`config.mk`:
```
export PLATFORM = sky130hd
export DESIGN_NAME = wdog_ctrl
export DESIGN_NICKNAME = d
export VERILOG_FILES = /design/src/rtl/wdog_ctrl.sv
export SDC_FILE = /design/constraint.sdc
export NUM_CORES = 1
export LEC_CHECK = 0
export BUFFER_PORTS_ARGS = -buffer_cell sky130_fd_sc_hd__buf_2
export CORE_MARGIN = 2
export CORE_UTILIZATION = 35
export CTS_CLUSTER_SIZE = 28
export DETAILED_ROUTE_END_ITERATION = 16
export HOLD_SLACK_MARGIN = 0.06
export PLACE_DENSITY = 0.53
export SLEW_MARGIN = 20
export SYNTH_ARGS = -nofsm -noshare
export SYNTH_HDL_FRONTEND = slang
export SYNTH_SLANG_ARGS = --single-unit
```
`constraint.sdc`:
```
create_clock -name clk -period 2.5 [get_ports clk]
set_input_delay 0.375 -clock clk [delete_from_list [all_inputs] [get_ports clk]]
set_output_delay 0.375 -clock clk [all_outputs]
set_load 0.005 [all_outputs]
```
`src/rtl/wdog_ctrl.sv`:
```
module wdog_ctrl #(
  parameter int ADDR_W   = 5,
  parameter int NUM_SRC  = 4,
  parameter int LOCAL_ID = 0,
  parameter int RELOAD_W = 30
) (
  input  logic              clk,
  input  logic              rst_n,
  input  logic              bus_wr,
  input  logic [ADDR_W-1:0] bus_addr,
  input  logic [31:0]       bus_wdata,
  output logic [31:0]       bus_rdata,
  input  logic              us_tick,
  input  logic [NUM_SRC-1:0] ext_tick,
  output logic              irq,
  output logic              rst_req
);
  localparam logic [ADDR_W-1:0] A_CFG = ADDR_W'(0);
  localparam logic [ADDR_W-1:0] A_STS = ADDR_W'(4);
  localparam logic [ADDR_W-1:0] A_CMD = ADDR_W'(8);
  localparam logic [ADDR_W-1:0] A_UNL = ADDR_W'(12);
  localparam logic [ADDR_W-1:0] A_TMR = ADDR_W'(16);
  localparam logic [31:0] KEY      = 32'h0000_C45A;
  localparam logic [31:0] CFG_MASK = 32'h0000_9FFF;
  localparam logic [RELOAD_W-1:0] T_ONE = RELOAD_W'(1);

  logic [31:0]         cfg_q;
  logic                t_en, t_per;
  logic [RELOAD_W-1:0] t_rld, t_cnt;
  logic                run_q, unl_q, irq_q, rst_q;
  logic [1:0]          exp_q;
  logic [7:0]          cnt_q;

  wire wr_cfg = bus_wr && bus_addr == A_CFG;
  wire wr_cmd = bus_wr && bus_addr == A_CMD;
  wire wr_unl = bus_wr && bus_addr == A_UNL;
  wire wr_tmr = bus_wr && bus_addr == A_TMR;

  wire do_dis   = wr_cmd && bus_wdata[1] && unl_q;
  wire do_start = wr_cmd && bus_wdata[0] && !do_dis;

  wire t_fire = us_tick && t_en && (t_cnt <= T_ONE);

  wire [3:0] src_id = cfg_q[3:0];
  wire [7:0] ld_val = (cfg_q[11:4] == 8'd0) ? 8'd1 : cfg_q[11:4];

  logic [NUM_SRC-1:0] src_vec;
  logic               sel_tick;
  always_comb begin
    src_vec = ext_tick;
    src_vec[LOCAL_ID] = t_fire;
    sel_tick = 1'b0;
    for (int i = 0; i < NUM_SRC; i++)
      if (src_id == 4'(i) && src_vec[i]) sel_tick = 1'b1;
  end

  always_ff @(posedge clk or negedge rst_n) begin
    if (!rst_n) begin
      t_en <= 1'b0; t_per <= 1'b0; t_rld <= '0; t_cnt <= '0;
    end else if (wr_tmr) begin
      t_en  <= bus_wdata[31];
      t_per <= bus_wdata[30];
      t_rld <= bus_wdata[RELOAD_W-1:0];
      t_cnt <= bus_wdata[RELOAD_W-1:0];
    end else if (do_start) begin
      t_cnt <= t_rld;
    end else if (us_tick && t_en) begin
      if (t_cnt <= T_ONE) begin
        t_cnt <= t_rld;
        if (!t_per) t_en <= 1'b0;
      end else begin
        t_cnt <= t_cnt - T_ONE;
      end
    end
  end

  always_ff @(posedge clk or negedge rst_n) begin
    if (!rst_n) begin
      cfg_q <= '0; run_q <= 1'b0; unl_q <= 1'b0; irq_q <= 1'b0;
      rst_q <= 1'b0; exp_q <= 2'd0; cnt_q <= 8'd0;
    end else begin
      rst_q <= 1'b0;
      if (wr_cfg) cfg_q <= bus_wdata & CFG_MASK;
      if (wr_unl) unl_q <= (bus_wdata == KEY);
      if (wr_cmd) unl_q <= 1'b0;
      if (do_start) begin
        run_q <= 1'b1; exp_q <= 2'd0; cnt_q <= ld_val; irq_q <= 1'b0;
      end else if (do_dis) begin
        run_q <= 1'b0; irq_q <= 1'b0;
      end else if (run_q && sel_tick) begin
        if (cnt_q <= 8'd1) begin
          cnt_q <= ld_val;
          exp_q <= exp_q + 2'd1;
          if (exp_q == 2'd2) begin
            run_q <= 1'b0;
            rst_q <= cfg_q[15];
          end else begin
            irq_q <= irq_q | cfg_q[12];
          end
        end else begin
          cnt_q <= cnt_q - 8'd1;
        end
      end
    end
  end

  logic [31:0] tmr_rd;
  always_comb begin
    tmr_rd = '0;
    tmr_rd[31] = t_en;
    tmr_rd[30] = t_per;
    tmr_rd[RELOAD_W-1:0] = t_rld;
  end

  always_comb begin
    case (bus_addr)
      A_CFG:   bus_rdata = cfg_q;
      A_STS:   bus_rdata = {18'd0, exp_q, cnt_q, 3'd0, run_q};
      A_TMR:   bus_rdata = tmr_rd;
      default: bus_rdata = '0;
    endcase
  end

  assign irq     = irq_q;
  assign rst_req = rst_q;
endmodule


```
* Yosys cells after proc, flatten, opt, wreduce, memory -nomap -nowiden
Index checks and enable logic that the tools add are counted.
** Storage, ports and cells
- Bits in registers :: 90
- Latch bits :: 0
- Bits in writable memories :: 0
- Bits in read-only memories :: 0
- Input port bits :: 45
- Logic and storage cells :: 103
- Memories :: 0
** Operators by class
- Add/sub/neg operators :: 3
- Multiply operators :: 0
- Div/mod/pow operators :: 0
- Magnitude comparators :: 2
- Eq/ne operators :: 13
- Shift-type cells :: 0
- Mux-type cells :: 40
- Bitwise operators :: 1
- Reduce and logical (&&, ||, !) cells :: 33
** Operator list (number)
- $mux W30 :: 4
- $pmux W32 S3 :: 1
- $mux W8 :: 5
- $eq A32 B16 Y1 const B :: 1
- $le A30 B1 Y1 const B :: 1
- $sub A30 B1 Y30 const B :: 1
- $mux W1 :: 26
- $logic_and A1 B1 Y1 :: 15
- $reduce_bool A3 Y1 :: 4
- $eq A5 B4 Y1 const B :: 2
- $reduce_bool A2 Y1 :: 5
- $reduce_and A3 Y1 :: 3
- $eq A4 B2 Y1 const B :: 2
- $le A8 B1 Y1 const B :: 1
- $logic_not A8 Y1 :: 1
- $mux W2 :: 4
- $sub A8 B1 Y8 const B :: 1
- $eq A5 B3 Y1 const B :: 1
- $eq A5 B5 Y1 const B :: 1
- $logic_not A5 Y1 :: 1
- $eq A4 B1 Y1 const B :: 1
- $logic_not A4 Y1 :: 1
- $ne A2 B1 Y1 const B :: 2
- $reduce_and A4 Y1 :: 1
- 7 further kinds :: 7

* Logic depth before layout (Yosys ltp)
- Word-level depth :: 11
- Gate-level depth with buffers :: 10

* Least setup slack after synthesis
Ideal clock, no wire load.
- Path kind :: register to register
- Start :: register t_cnt[6]
- End :: register t_cnt[28]
- Arrival :: 2.266 ns
- Required time :: 2.371 ns
- Path slack :: 0.105 ns
- Cell stages (with the launch flop) :: 8
- Path buffers :: 1
- Clock period less this slack :: 2.395 ns
- Path through :: dfrtp_1 or4_4 or4_4 nor3_4 buf_4 o21ai_2 o221ai_1 o21ai_0
** On the way
- Cells in the longest elaborated chain, start to end :: 5
- Elaborated cells on any way between the ends :: 6
- Those cells by class :: add/sub: 1; order compare: 1; mux: 4
** RTL lines
- start: declaration :: RTL line 29 : logic [RELOAD_W-1:0] t_rld, t_cnt;
- start signal: assignment :: RTL line 64 : t_cnt <= bus_wdata[RELOAD_W-1:0];
- start signal: assignment :: RTL line 66 : t_cnt <= t_rld;
- start signal: assignment :: RTL line 69 : t_cnt <= t_rld;
- $sub A30 B1 Y30 or $le A30 B1 Y1 (tied branches) :: RTL line 72, 68
- $mux W30 (*) :: RTL line 68 : if (t_cnt <= T_ONE) begin
- $mux W30 (*) :: RTL line 67 : end else if (us_tick && t_en) begin
- $mux W30 (*) :: RTL line 65 : end else if (do_start) begin
- $mux W30 (*) :: RTL line 60 : end else if (wr_tmr) begin
Mark *: on every way between the ends. The rest lies on a longest branch, timed or not. The select of a mux whose other input is x is not followed.
A chain may end at the register's enable or synchronous reset.

* Final worst setup path
- Start :: register t_cnt[6]
- End :: register t_cnt[10]
The elaborated chain is that of the path after synthesis.

==> results <==
- The floorplan has 45 rows.
- The die is about 130 um tall.
- The final critical-path share of the clock period is 0.979.
- The total vias in the final route is ~5300.
- For this design the top-level I/O count stands at 79.
- The final count of pins violating max slew is 0.
- In this run, the number of DRC markers left after iteration 0 of detailed routing was 440.
- The average vias per placed instance is approximately 5.7.
- The HPWL after detailed placement is roughly 13000 um.
- The sink count of the clock tree is 90.
- The power share of the sequential group is 0.431.
- The cell area after placement is 6280 um^2.
- For the worst-skew pair, the clock arrives at the later sink with an insertion delay of around 350 ps.
- The initial utilization of the core area, before any placement, comes to 0.354.
- The die covers between 15000 and 20000 um^2.
- Entering global routing, the biggest net connects 47 pins.
- The antenna cell count is 0.
- The number of cells produced by synthesis is 625.
- For this run, the number of Yosys warnings is 0.
- Setup repair after global routing could not meet its margin everywhere.
- The total overflow left after global routing is 0.
- The post-synthesis async set-or-reset flop share is 1.00.
- In this run the tightest slew margin relative to its limit is 0.532.
- The clock network fraction of total power is 0.317.
- For this run, the detailed router's first-pass iteration total came to 5.
- In the global route stage, overall resource usage came out at 0.223.
- The relative contribution of combinational cells to total power is 0.252.
- A synthesized cell averages ~8.6 um^2.
- The required time of the worst setup path is about 2700 ps.
- The clock root buffer master is sky130_fd_sc_hd__clkbuf_16.
- Ranked by total cell area, the synthesized netlist is headed by sky130_fd_sc_hd__dfrtp_1, sky130_fd_sc_hd__nand2_1, sky130_fd_sc_hd__o21ai_0.
- The number of buffers between clock root and the deepest sink is 2.
- Clock skew on the completed layout was measured at ~9.1 ps.
- In the synthesized netlist the dominant register cell turns out to be sky130_fd_sc_hd__dfrtp_1.
- STA puts the critical path data arrival time at between 2000 and 3000 ps.
- The synthesized design contains 0 enable-type register cells.
- The total of flip-flops plus latches after synthesis is 90.
- The final layout contains routed wiring with a total length of 17200 um.
- The standby leakage power is 3.20 nW.
- In the routed design, unresolved DRC markers number 0.
- After clock tree synthesis, the clock-pin slew on the worst setup and hold paths is roughly 60 ps.
- The worst-path maximum fanout is 6.
- The run finished with clean final reports.
- The class of the tightest hold or removal check is in2reg.
- Final hold analysis gives a worst-case slack of approximately 230 ps.
- The worst setup path is launched from a flop.
- At the pin with the least slew margin, the transition time is 700 ps.
- The global placement routability congestion is 0.910.
- The distinct cell type count after synthesis is 66.
- Internal power comes to about 3.3 mW.
- The power per unit of standard cell area is between 700 and 800 nW/um^2.
- Max-cap violations in this run came to 0.
- At the end of the flow, the number of nets in the layout was 788.
- The shortest clock period the worst path allows after layout is about 2400 ps.
- The switching part of the total power is 0.330.
- Of the post-synthesis cell area, the dominant cell type holds 0.421.
- TritonCTS built the clock tree.
- STA classifies the critical path endpoint as a flop.
- After routing the design area is ~6700 um^2.
- The type of the worst setup path is reg2reg.
- The worst vdd rail ir drop is approximately 0.32 mV.
- Synthesis produced a netlist with a net count of roughly 680.
- The sequential area share after synthesis is 0.421.
- The number of failing setup endpoints in the final timing report is 0.
- The average wire per cell in the routed design is around 19 um.
- The signed area change from the synthesized netlist to the final layout is 25.6%.
- The synthesized design spends more area on one cell type than any other, namely sky130_fd_sc_hd__dfrtp_1.
- CTS built an H-tree with a depth of 3.
- The die extent in x is roughly 130 um.
- The hold violation count in the final report is 0.
- The global-route wire length before repair is 28400 um.
- The core outline area is around 15000 um^2.
- The via count of the first global-routing pass is 5304.
- The number of buffers added by the clock tree synthesis step is 9.
- The synthesized netlist occupies a cell area of ~5300 um^2.
- The number of buffer cells added on primary ports is 77.
- The switching power total is around 1.6 mW.
- Of the cells placed in the final design, the portion with a size suffix greater than 1 is 0.261.
- The aggregate negative setup slack is 0 ps.
- The detail route stage leaves a number of antenna-violating nets equal to 0.
- Derived from the worst setup path, the maximum achievable clock frequency is just over 0.4 GHz.
- The initial antenna violation count is 0.
registers in the layout, summed over array words and instances (netlist names), 2 cells and up:
register / flops
cfg_q: 14
cnt_q: 8
exp_q: 2
t_cnt: 30
t_rld: 30
critical path: stages, from the launching register on:
cell	delay [ps]
sky130_fd_sc_hd__dfrtp_1	370
sky130_fd_sc_hd__or4_4	540
sky130_fd_sc_hd__or4_4	510
sky130_fd_sc_hd__nor3_4	220
sky130_fd_sc_hd__buf_6	140
sky130_fd_sc_hd__buf_6	130
sky130_fd_sc_hd__nor3_1	60
sky130_fd_sc_hd__a221oi_1	210
sky130_fd_sc_hd__nand3_1	120
power by group through the flow:
| stage | clock [mW] | sequential (mW) | combinational [mW] |
|---|---|---|---|
| after floorplan | 0 | 2.03 | 0.836 |
| after global placement | 0 | 2.13 | 1.18 |
| after detailed placement | 0 | 2.15 | 1.21 |
| after CTS | 1.60 | 2.12 | 1.22 |
| after global routing | 1.67 | 2.18 | 1.41 |
| final | 1.56 | 2.13 | 1.25 |
cells by family after synthesis:
family,count (synthesis),synth area share
compound gates,139,0.169
xor+xnor,8,0.0131
fa+ha+maj,5,0.0117
buf+inv,41,0.0335
flops,90,0.421
mux,33,0.0653
simple gates,309,0.286
layout make-up:
cell class,count,area [um^2]
timing repair buffer,134,875
sequential,90,2250
clock buffer,11,233
inverter,9,33.8
clock inverter,5,103
multi-input combinational,494,2980
tap,188,235
fill,1502,8380
path summary, 6_finish.rpt:
kind,from,to,slack [ps],cells after the start
min in group asynchronous,rst_n,cfg_q[2],550,2
worst min-delay path,bus_wdata[31],t_en,230,3
worst max-delay path,t_cnt[6],t_cnt[10],50,8
worst max register to register,t_cnt[6],t_cnt[10],50,8
worst min register to register,t_rld[24],t_rld[24],480,2
max in group asynchronous,rst_n,t_cnt[22],1320,3
cell usage in the layout, fill, tap and decap left out, types with 4 or more instances in the layout:
cell	n
sky130_fd_sc_hd__or3b_2	4
sky130_fd_sc_hd__inv_1	9
sky130_fd_sc_hd__buf_4	49
sky130_fd_sc_hd__nor4_1	15
sky130_fd_sc_hd__buf_2	76
sky130_fd_sc_hd__nand2b_1	6
sky130_fd_sc_hd__o211ai_1	10
sky130_fd_sc_hd__a21oi_1	21
sky130_fd_sc_hd__ha_1	4
sky130_fd_sc_hd__a31o_2	4
sky130_fd_sc_hd__nand3_1	19
sky130_fd_sc_hd__nand2_1	139
sky130_fd_sc_hd__nand4_1	13
sky130_fd_sc_hd__o21ai_0	42
sky130_fd_sc_hd__or4_1	7
sky130_fd_sc_hd__o41ai_1	4
sky130_fd_sc_hd__a31oi_1	15
sky130_fd_sc_hd__clkbuf_16	9
sky130_fd_sc_hd__a21o_1	4
sky130_fd_sc_hd__mux2i_1	18
sky130_fd_sc_hd__xor2_1	4
sky130_fd_sc_hd__or4_4	4
sky130_fd_sc_hd__nor3_1	13
sky130_fd_sc_hd__nor2_1	36
sky130_fd_sc_hd__or3_1	7
sky130_fd_sc_hd__a22o_1	4
sky130_fd_sc_hd__mux2_2	15
sky130_fd_sc_hd__buf_6	5
sky130_fd_sc_hd__and2_1	19
sky130_fd_sc_hd__nor4b_1	4
sky130_fd_sc_hd__dfrtp_1	90
sky130_fd_sc_hd__xnor2_1	4
stage by stage:
step	worst slack, ps	util	total power [mW]	cells
global placement	20.6	0.416	3.31	912
CTS	-1.30	0.440	4.95	929
floorplan	105	-	2.87	625
global route	-25.0	0.445	5.26	931
finish	51.7	0.445	4.94	931
detailed placement	-25.3	0.416	3.36	912
per-layer routing:
layer | vias to the layer above | share of wire | track usage | wire [um]
met1 | 2589 | 0.47 | 0.309 | 8090
met5 | - | 0 | 0 | 0
met3 | 32 | 0.047 | 0.0322 | 817
met4 | 0 | 0.028 | 0.0937 | 491
met2 | 150 | 0.45 | 0.348 | 7840
li1 | 2505 | - | - | -
cell usage after synthesis (all sizes together), types with 5 or more instances:
master / number
nand2: 139
dfrtp: 90
o21ai: 46
nor2: 38
clkbuf: 24
a21oi: 21
and2: 19
nand3: 19
mux2i: 18
nor3: 16
nor4: 16
a31oi: 15
mux2: 15
nand4: 13
or4: 11
o211ai: 10
inv: 9
buf: 8
nand2b: 8
or3: 7
ha: 5
timing repair:
action / in CTS / in global routing
hold buffers: 1 / 0
pin swaps: 3 / 4
endpoints found under the setup margin: 12 / 38
buffers inserted: 0 / 2
hold endpoints to repair: 34 / 0
resized for setup: 4 / 16
gates cloned: 0 / 0
Power figures use the tool's default switching activity.
